File: src/rtl/fs_pkg.sv
package fs_pkg;
    // Off-time multipliers of the filter time for the two retry duties.
    localparam int RETRY_SHORT_MULT = 3;
    localparam int RETRY_LONG_MULT  = 7;
    localparam int STAT_W           = 16;

    typedef enum logic {
        DUTY_QUARTER = 1'b0,
        DUTY_EIGHTH  = 1'b1
    } duty_e;
endpackage

File: src/rtl/fs_tick_gen.sv
module fs_tick_gen #(
    parameter int DIV = 100
) (
    input  logic clk,
    input  logic rst_n,
    input  logic en,
    output logic tick
);
    localparam int CW = (DIV > 1) ? $clog2(DIV) : 1;
    localparam logic [CW-1:0] LAST = CW'(DIV - 1);

    logic [CW-1:0] cnt_d, cnt_q;

    always_comb begin
        cnt_d = cnt_q;
        if (!en || cnt_q == LAST) cnt_d = '0;
        else                      cnt_d = cnt_q + 1'b1;
    end

    always_ff @(posedge clk or negedge rst_n) begin
        if (!rst_n) cnt_q <= '0;
        else        cnt_q <= cnt_d;
    end

    assign tick = en && (cnt_q == LAST);
endmodule

File: src/rtl/fs_filter.sv
module fs_filter #(
    parameter int LIMIT = 32
) (
    input  logic clk,
    input  logic rst_n,
    input  logic en,
    input  logic tick,
    input  logic raw,
    output logic held
);
    localparam int CW = $clog2(LIMIT + 1);
    localparam logic [CW-1:0] FULL = CW'(LIMIT);

    logic [CW-1:0] cnt_d, cnt_q;

    always_comb begin
        cnt_d = cnt_q;
        if (!en || !raw)              cnt_d = '0;
        else if (tick && cnt_q != FULL) cnt_d = cnt_q + 1'b1;
    end

    always_ff @(posedge clk or negedge rst_n) begin
        if (!rst_n) cnt_q <= '0;
        else        cnt_q <= cnt_d;
    end

    assign held = (cnt_q == FULL);
endmodule

File: src/rtl/fs_retry.sv
module fs_retry
    import fs_pkg::*;
#(
    parameter int FAST = 32
) (
    input  logic  clk,
    input  logic  rst_n,
    input  logic  en,
    input  logic  tick,
    input  logic  trip,
    input  duty_e duty,
    output logic  off_active
);
    localparam int OFF_LONG  = RETRY_LONG_MULT * FAST;
    localparam int OFF_SHORT = RETRY_SHORT_MULT * FAST;
    localparam int CW        = $clog2(OFF_LONG + 1);

    logic [CW-1:0] cnt_d, cnt_q;

    always_comb begin
        cnt_d = cnt_q;
        if (!en)                        cnt_d = '0;
        else if (trip)                  cnt_d = (duty == DUTY_EIGHTH) ? CW'(OFF_LONG) : CW'(OFF_SHORT);
        else if (tick && cnt_q != '0)   cnt_d = cnt_q - 1'b1;
    end

    always_ff @(posedge clk or negedge rst_n) begin
        if (!rst_n) cnt_q <= '0;
        else        cnt_q <= cnt_d;
    end

    assign off_active = (cnt_q != '0);
endmodule

File: src/rtl/fault_supervisor.sv
module fault_supervisor
    import fs_pkg::*;
#(
    parameter int NUM_DRV       = 5,
    parameter int TICK_DIV      = 100,
    parameter int FAST_TICKS    = 32,
    parameter int OL_TICKS      = 1000,
    parameter int STARTUP_TICKS = 300
) (
    input  logic               clk,
    input  logic               rst_n,
    input  logic               en,
    input  logic               clr_stat,
    input  logic [NUM_DRV-1:0] rec_en,
    input  logic               duty_hi,
    input  logic               uv_ov_latch,
    input  logic               ol_mask,
    input  logic [NUM_DRV-1:0] raw_oc,
    input  logic [NUM_DRV-1:0] raw_ol,
    input  logic               raw_uv,
    input  logic               raw_ov,
    input  logic               raw_tw,
    input  logic               raw_tsd,
    output logic [NUM_DRV-1:0] drv_off,
    output logic [STAT_W-1:0]  stat0,
    output logic [STAT_W-1:0]  stat1
);
    localparam int SW      = $clog2(STARTUP_TICKS + 1);
    localparam int UV_BIT  = NUM_DRV + 1;
    localparam int OV_BIT  = NUM_DRV + 2;
    localparam int TW_BIT  = NUM_DRV + 3;
    localparam int TSD_BIT = NUM_DRV + 4;
    localparam int NRDY_BIT = STAT_W - 1;
    localparam logic [SW-1:0] BOOT_DONE = SW'(STARTUP_TICKS);

    typedef struct packed {
        logic [NUM_DRV-1:0] oc;
        logic [NUM_DRV-1:0] ol;
        logic               uv;
        logic               ov;
        logic               tw;
        logic               tsd;
        logic [SW-1:0]      boot;
    } state_t;

    state_t st_d, st_q;

    logic               tick;
    logic [NUM_DRV-1:0] oc_held, ol_held, off_active, oc_inhibit, oc_raw_on;
    logic               uv_held, ov_held, tw_held, tsd_held;
    logic               not_ready, supply_off, no_err, all_off;
    duty_e              duty_sel;

    fs_tick_gen #(.DIV(TICK_DIV)) u_tick (
        .clk(clk), .rst_n(rst_n), .en(en), .tick(tick)
    );

    // Over-current only counts while its channel actually conducts.
    assign oc_raw_on = raw_oc & ~drv_off;
    assign duty_sel  = (!duty_hi || st_q.tw) ? DUTY_EIGHTH : DUTY_QUARTER;

    for (genvar i = 0; i < NUM_DRV; i++) begin : g_chan
        fs_filter #(.LIMIT(FAST_TICKS)) u_oc_flt (
            .clk(clk), .rst_n(rst_n), .en(en), .tick(tick),
            .raw(oc_raw_on[i]), .held(oc_held[i])
        );
        fs_filter #(.LIMIT(OL_TICKS)) u_ol_flt (
            .clk(clk), .rst_n(rst_n), .en(en), .tick(tick),
            .raw(raw_ol[i]), .held(ol_held[i])
        );
        fs_retry #(.FAST(FAST_TICKS)) u_retry (
            .clk(clk), .rst_n(rst_n), .en(en), .tick(tick),
            .trip(oc_held[i]), .duty(duty_sel), .off_active(off_active[i])
        );
        assign oc_inhibit[i] = st_q.oc[i] && (!rec_en[i] || off_active[i]);
    end

    fs_filter #(.LIMIT(FAST_TICKS)) u_uv_flt (
        .clk(clk), .rst_n(rst_n), .en(en), .tick(tick), .raw(raw_uv), .held(uv_held)
    );
    fs_filter #(.LIMIT(FAST_TICKS)) u_ov_flt (
        .clk(clk), .rst_n(rst_n), .en(en), .tick(tick), .raw(raw_ov), .held(ov_held)
    );
    fs_filter #(.LIMIT(FAST_TICKS)) u_tw_flt (
        .clk(clk), .rst_n(rst_n), .en(en), .tick(tick), .raw(raw_tw), .held(tw_held)
    );
    fs_filter #(.LIMIT(FAST_TICKS)) u_tsd_flt (
        .clk(clk), .rst_n(rst_n), .en(en), .tick(tick), .raw(raw_tsd), .held(tsd_held)
    );

    // Next state: a held condition sets its bit even in a clearing cycle.
    always_comb begin
        st_d     = st_q;
        st_d.oc  = (st_q.oc & {NUM_DRV{~clr_stat}}) | oc_held;
        st_d.ol  = (st_q.ol & {NUM_DRV{~clr_stat}}) | ol_held;
        st_d.uv  = (st_q.uv  & ~clr_stat) | uv_held;
        st_d.ov  = (st_q.ov  & ~clr_stat) | ov_held;
        st_d.tw  = (st_q.tw  & ~clr_stat) | tw_held;
        st_d.tsd = (st_q.tsd & ~clr_stat) | tsd_held;
        if (tick && st_q.boot != BOOT_DONE) st_d.boot = st_q.boot + 1'b1;
        if (!en) st_d = '0;
    end

    always_ff @(posedge clk or negedge rst_n) begin
        if (!rst_n) st_q <= '0;
        else        st_q <= st_d;
    end

    assign not_ready  = (st_q.boot != BOOT_DONE);
    assign supply_off = uv_held || ov_held || (uv_ov_latch && (st_q.uv || st_q.ov));
    assign all_off    = !en || not_ready || st_q.tsd || supply_off;
    assign drv_off    = oc_inhibit | {NUM_DRV{all_off}};

    assign no_err = !((|st_q.oc) || st_q.uv || st_q.ov || st_q.tw || st_q.tsd ||
                      ((|st_q.ol) && !ol_mask));

    always_comb begin
        stat0              = '0;
        stat0[0]           = no_err;
        stat0[NUM_DRV:1]   = st_q.oc;
        stat0[UV_BIT]      = st_q.uv;
        stat0[OV_BIT]      = st_q.ov;
        stat0[TW_BIT]      = st_q.tw;
        stat0[TSD_BIT]     = st_q.tsd;
        stat0[NRDY_BIT]    = not_ready;
        stat1              = '0;
        stat1[0]           = no_err;
        stat1[NUM_DRV:1]   = st_q.ol;
    end
endmodule

File: config.mk
export PLATFORM = sky130hd
export DESIGN_NAME = fault_supervisor
export DESIGN_NICKNAME = d
export VERILOG_FILES = /design/src/rtl/fs_pkg.sv /design/src/rtl/fs_tick_gen.sv /design/src/rtl/fs_filter.sv /design/src/rtl/fs_retry.sv /design/src/rtl/fault_supervisor.sv
export SDC_FILE = /design/constraint.sdc
export NUM_CORES = 1
export LEC_CHECK = 0
export BUFFER_PORTS_ARGS = -buffer_cell sky130_fd_sc_hd__buf_2
export CORE_MARGIN = 10
export CORE_UTILIZATION = 44
export DETAILED_ROUTE_END_ITERATION = 8
export GPL_ROUTABILITY_DRIVEN = 0
export PLACE_DENSITY = 0.65
export SYNTH_ARGS = -nofsm -noshare
export SYNTH_HDL_FRONTEND = slang
export SYNTH_HIERARCHICAL = 1
export SYNTH_SLANG_ARGS = --single-unit
File: constraint.sdc
create_clock -name clk -period 5.85 [get_ports clk]
set_input_delay 0.2925 -clock clk [delete_from_list [all_inputs] [get_ports clk]]
set_output_delay 0.2925 -clock clk [all_outputs]
set_load 0.005 [all_outputs]
==> impl_results.md <==
- Status: complete, no violations
- Layout Nets: 1239
- Vias in the first global route: 8266
- Total iterations of the first detailed-routing run: 7
- Synth Register Bits: 174
- # port buffers: 47
- Endpoints failing hold: 0
- Sw frac: 23.0%
- Synth Area in Simple Gates: 28.8%
- CTS clk-pin slew, worst paths: 60 ps
- Seq/Total Area, Yosys: 41.3%
- Multiplexer share of the synthesized area: 3.32%
- Hold path startpoint: raw_tw
- Crit end category: output port
- Final worst-path cycle share: 54.7%
- Synthesized area: 0.0106 mm2
- Vias: 8680
- Latest clock arrival within the worst-skew pair: 430 ps
- RSZ-0062 raised after global routing: no
- Worst slew pin tran: 879 ps
- Antenna-violating nets left: 0
- WL/cell: 15.6 um
- Adder-Cell Fraction of Synth Area: 4.27%
- Worst r2r src: u_ov_flt/cnt_q[0]
- Post-CTS Resized: 0
- Warning count from the yosys run: 6
- Layout cell share with drive strength beyond 1: 10.6%
- Initial antenna violation count: 2
- DIE AREA: 0.0306 mm2
- CP arrival: 2910 ps
- Die X-Extent: 175 um
- CTS tree: done
- Syn Area/Cell: 9.32 um2
- Worst Setup Path Type: flip-flop to output port
- Synth Area in XOR/XNOR: 2.57%
- Cell area power density: 206 mW/mm2
- Synth Area in Compound Gates: 14.2%
- Grt ovf: 0
- Cells after Synth: 1132
- Die height: 175 um
- WHS: 166 ps
- Clk_skew: 9.59 ps
- Crit path launch type: flip-flop
- Max Cap Violations: 0
- Initial Util: 44.8%
- Global-route wire length before repair: 39900 um
- CTS Buf Count: 17
- Post-synth top area share: 41.3%
- DRC Markers: 0
- Flop pwr share: 50.5%
- Max-slew violations: 0
- Placed wire-length estimate: 16300 um
- Largest net degree at the start of global routing: 72
- CP required: 5560 ps
- ANT cells: 0
- Clock Path Buffers: 2
- Crit path max fanout: 5
- Top FF cell, synth: dfrtp_1
- Internal power: 1.84 mW
- Std cell rows: 56
- Initial drt markers: 619
- I/O pin count: 63
- Slew HR: 40.6%
- Setup TNS: 0 ps
- Maximum vdd drop: 170 uV
- Root Buffer: clkbuf_16
- Static Leak: 4.63 nW
- Via density: 5.76
- Top post-synthesis cells by area: dfrtp_1 (41%), nand3_1 (4.5%), a21oi_1 (4.3%), ha_1 (4.3%), nand2_1 (3.7%)
- Clk pwr share: 45.8%
- Achievable Freq: 0.313 GHz
- R2r worst-path depth: 9
- Most frequent cell after synthesis: dfrtp_1
- Area growth from synthesis to layout: 9.74%
- Distinct cell type count after synthesis: 54
- Tmin final: 3200 ps
- Hold path depth: 3
- Post-CTS setup buffers: 0
- Area leader, netlist: dfrtp_1
- Post-synth EDFFs: 0
- Leading cell types by count after synthesis: dfrtp_1 (174), nand2_1 (103), nand3_1 (94)
- NetSw: 0.549 mW
- Combinational power share: 3.7%
- CP startpoint: u_ov_flt/cnt_q[0]
- Hold/Removal Path Class: input port to flip-flop
- Final wirelength: 23500 um
- Total track usage: 15.4%
- Largest family of logic cells by synthesized area: simple AND/OR/NAND/NOR gates
- Asr flop ratio synth: 100%
- H-tree Lvls: 4
- Setup violators final: 0
- Core area: 0.0235 mm2
- Total clock sinks: 174
[final cells by class]
type,instances,area [um2]
multi-input combinational,852,5660
clock buffer,21,470
timing repair buffer,53,304
tap,319,399
inverter,79,297
fill,2297,12000
clock inverter,9,88.8
sequential,174,4350
[through the flow]
stage	total power [mW]	setup slack, ps	cell area (um2)	std cells	utilization (%)
3_5_place_dp	1.32	2720	11000	1476	46.8
4_1_cts	2.43	2670	11600	1507	49.2
2_1_floorplan	1.26	236	10600	1146	-
6_report	2.39	2650	11600	1507	49.2
3_3_place_gp	1.32	2900	11000	1476	46.8
5_1_grt	2.48	2510	11600	1507	49.2
[final timing paths]
kind	slack, ps	end
max reg2reg	2760	g_chan[1].u_oc_flt/cnt_q[2]
max	2650	drv_off[2]
min in group asynchronous	430	g_chan[3].u_retry/cnt_q[2]
max in group asynchronous	4250	g_chan[3].u_ol_flt/cnt_q[0]
min reg2reg	470	u_tick/cnt_q[0]
min	170	u_tw_flt/cnt_q[0]
[kinds of logic after synthesis]
family	Yosys count
DFF	174
adders and majority gates	36
and+or+nand+nor	511
buffers and inverters	120
other	1
AOI/OAI and AO/OA	224
xor gates and xnor gates	31
muxes	35
[power groups by stage]
stage          clock [mW]  combinational, mW  sequential [mW]
2_1_floorplan           0             0.0355             1.23
3_3_place_gp            0             0.0896             1.23
3_5_place_dp            0             0.0898             1.23
4_1_cts              1.13             0.0907             1.21
5_1_grt              1.18              0.100             1.21
6_report             1.09             0.0878             1.21
[routing by layer]
| metal | up-vias | GRT usage (%) | part of all wire (%) | wire [um] |
|---|---|---|---|---|
| met4 | 4 | 4.52 | 1.4 | 333 |
| met5 | - | 0 | 0.094 | 22 |
| li1 | 4231 | - | - | - |
| met2 | 161 | 24.6 | 46 | 10900 |
| met3 | 27 | 3.10 | 4.6 | 1070 |
| met1 | 4257 | 20.7 | 48 | 11200 |
[worst max-delay path, stage by stage (launching register included)]
cell and delay (ps):
dfrtp_1 410, inv_1 80, ha_1 190, and4bb_1 220
and2_1 180, or4b_4 550, a2111oi_4 530, nand3_1 170
buf_2 160
[what timing repair did]
item | in CTS | in global routing
hold buffers | 1 | 0
hold endpoints to repair | 65 | 0
endpoints found under the setup margin | 0 | 0
[cells in the final DEF, fill, tap and decap left out, types with 17 or more instances in the layout]
master,instances
nand4_1,40
nand2b_1,28
nand3_1,94
or4_1,29
mux2i_1,35
dfrtp_1,174
buf_2,45
xor2_1,30
or3_1,42
ha_1,36
o21ai_0,22
clkbuf_16,17
nand2_1,103
inv_1,79
nor2_1,53
a21oi_1,90
o31ai_1,23
[registers in the layout, summed over array words and instances, names as in the netlist]
| name | count |
|---|---|
| stat0 | 9 |
| u_ov_flt/cnt_q | 6 |
| u_tw_flt/cnt_q | 6 |
| stat1 | 5 |
| g_chan.u_retry/cnt_q | 40 |
| u_tsd_flt/cnt_q | 6 |
| g_chan.u_ol_flt/cnt_q | 50 |
| st_q | 9 |
| g_chan.u_oc_flt/cnt_q | 30 |
| u_tick/cnt_q | 7 |
| u_uv_flt/cnt_q | 6 |
Power figures use the tool's default switching activity.
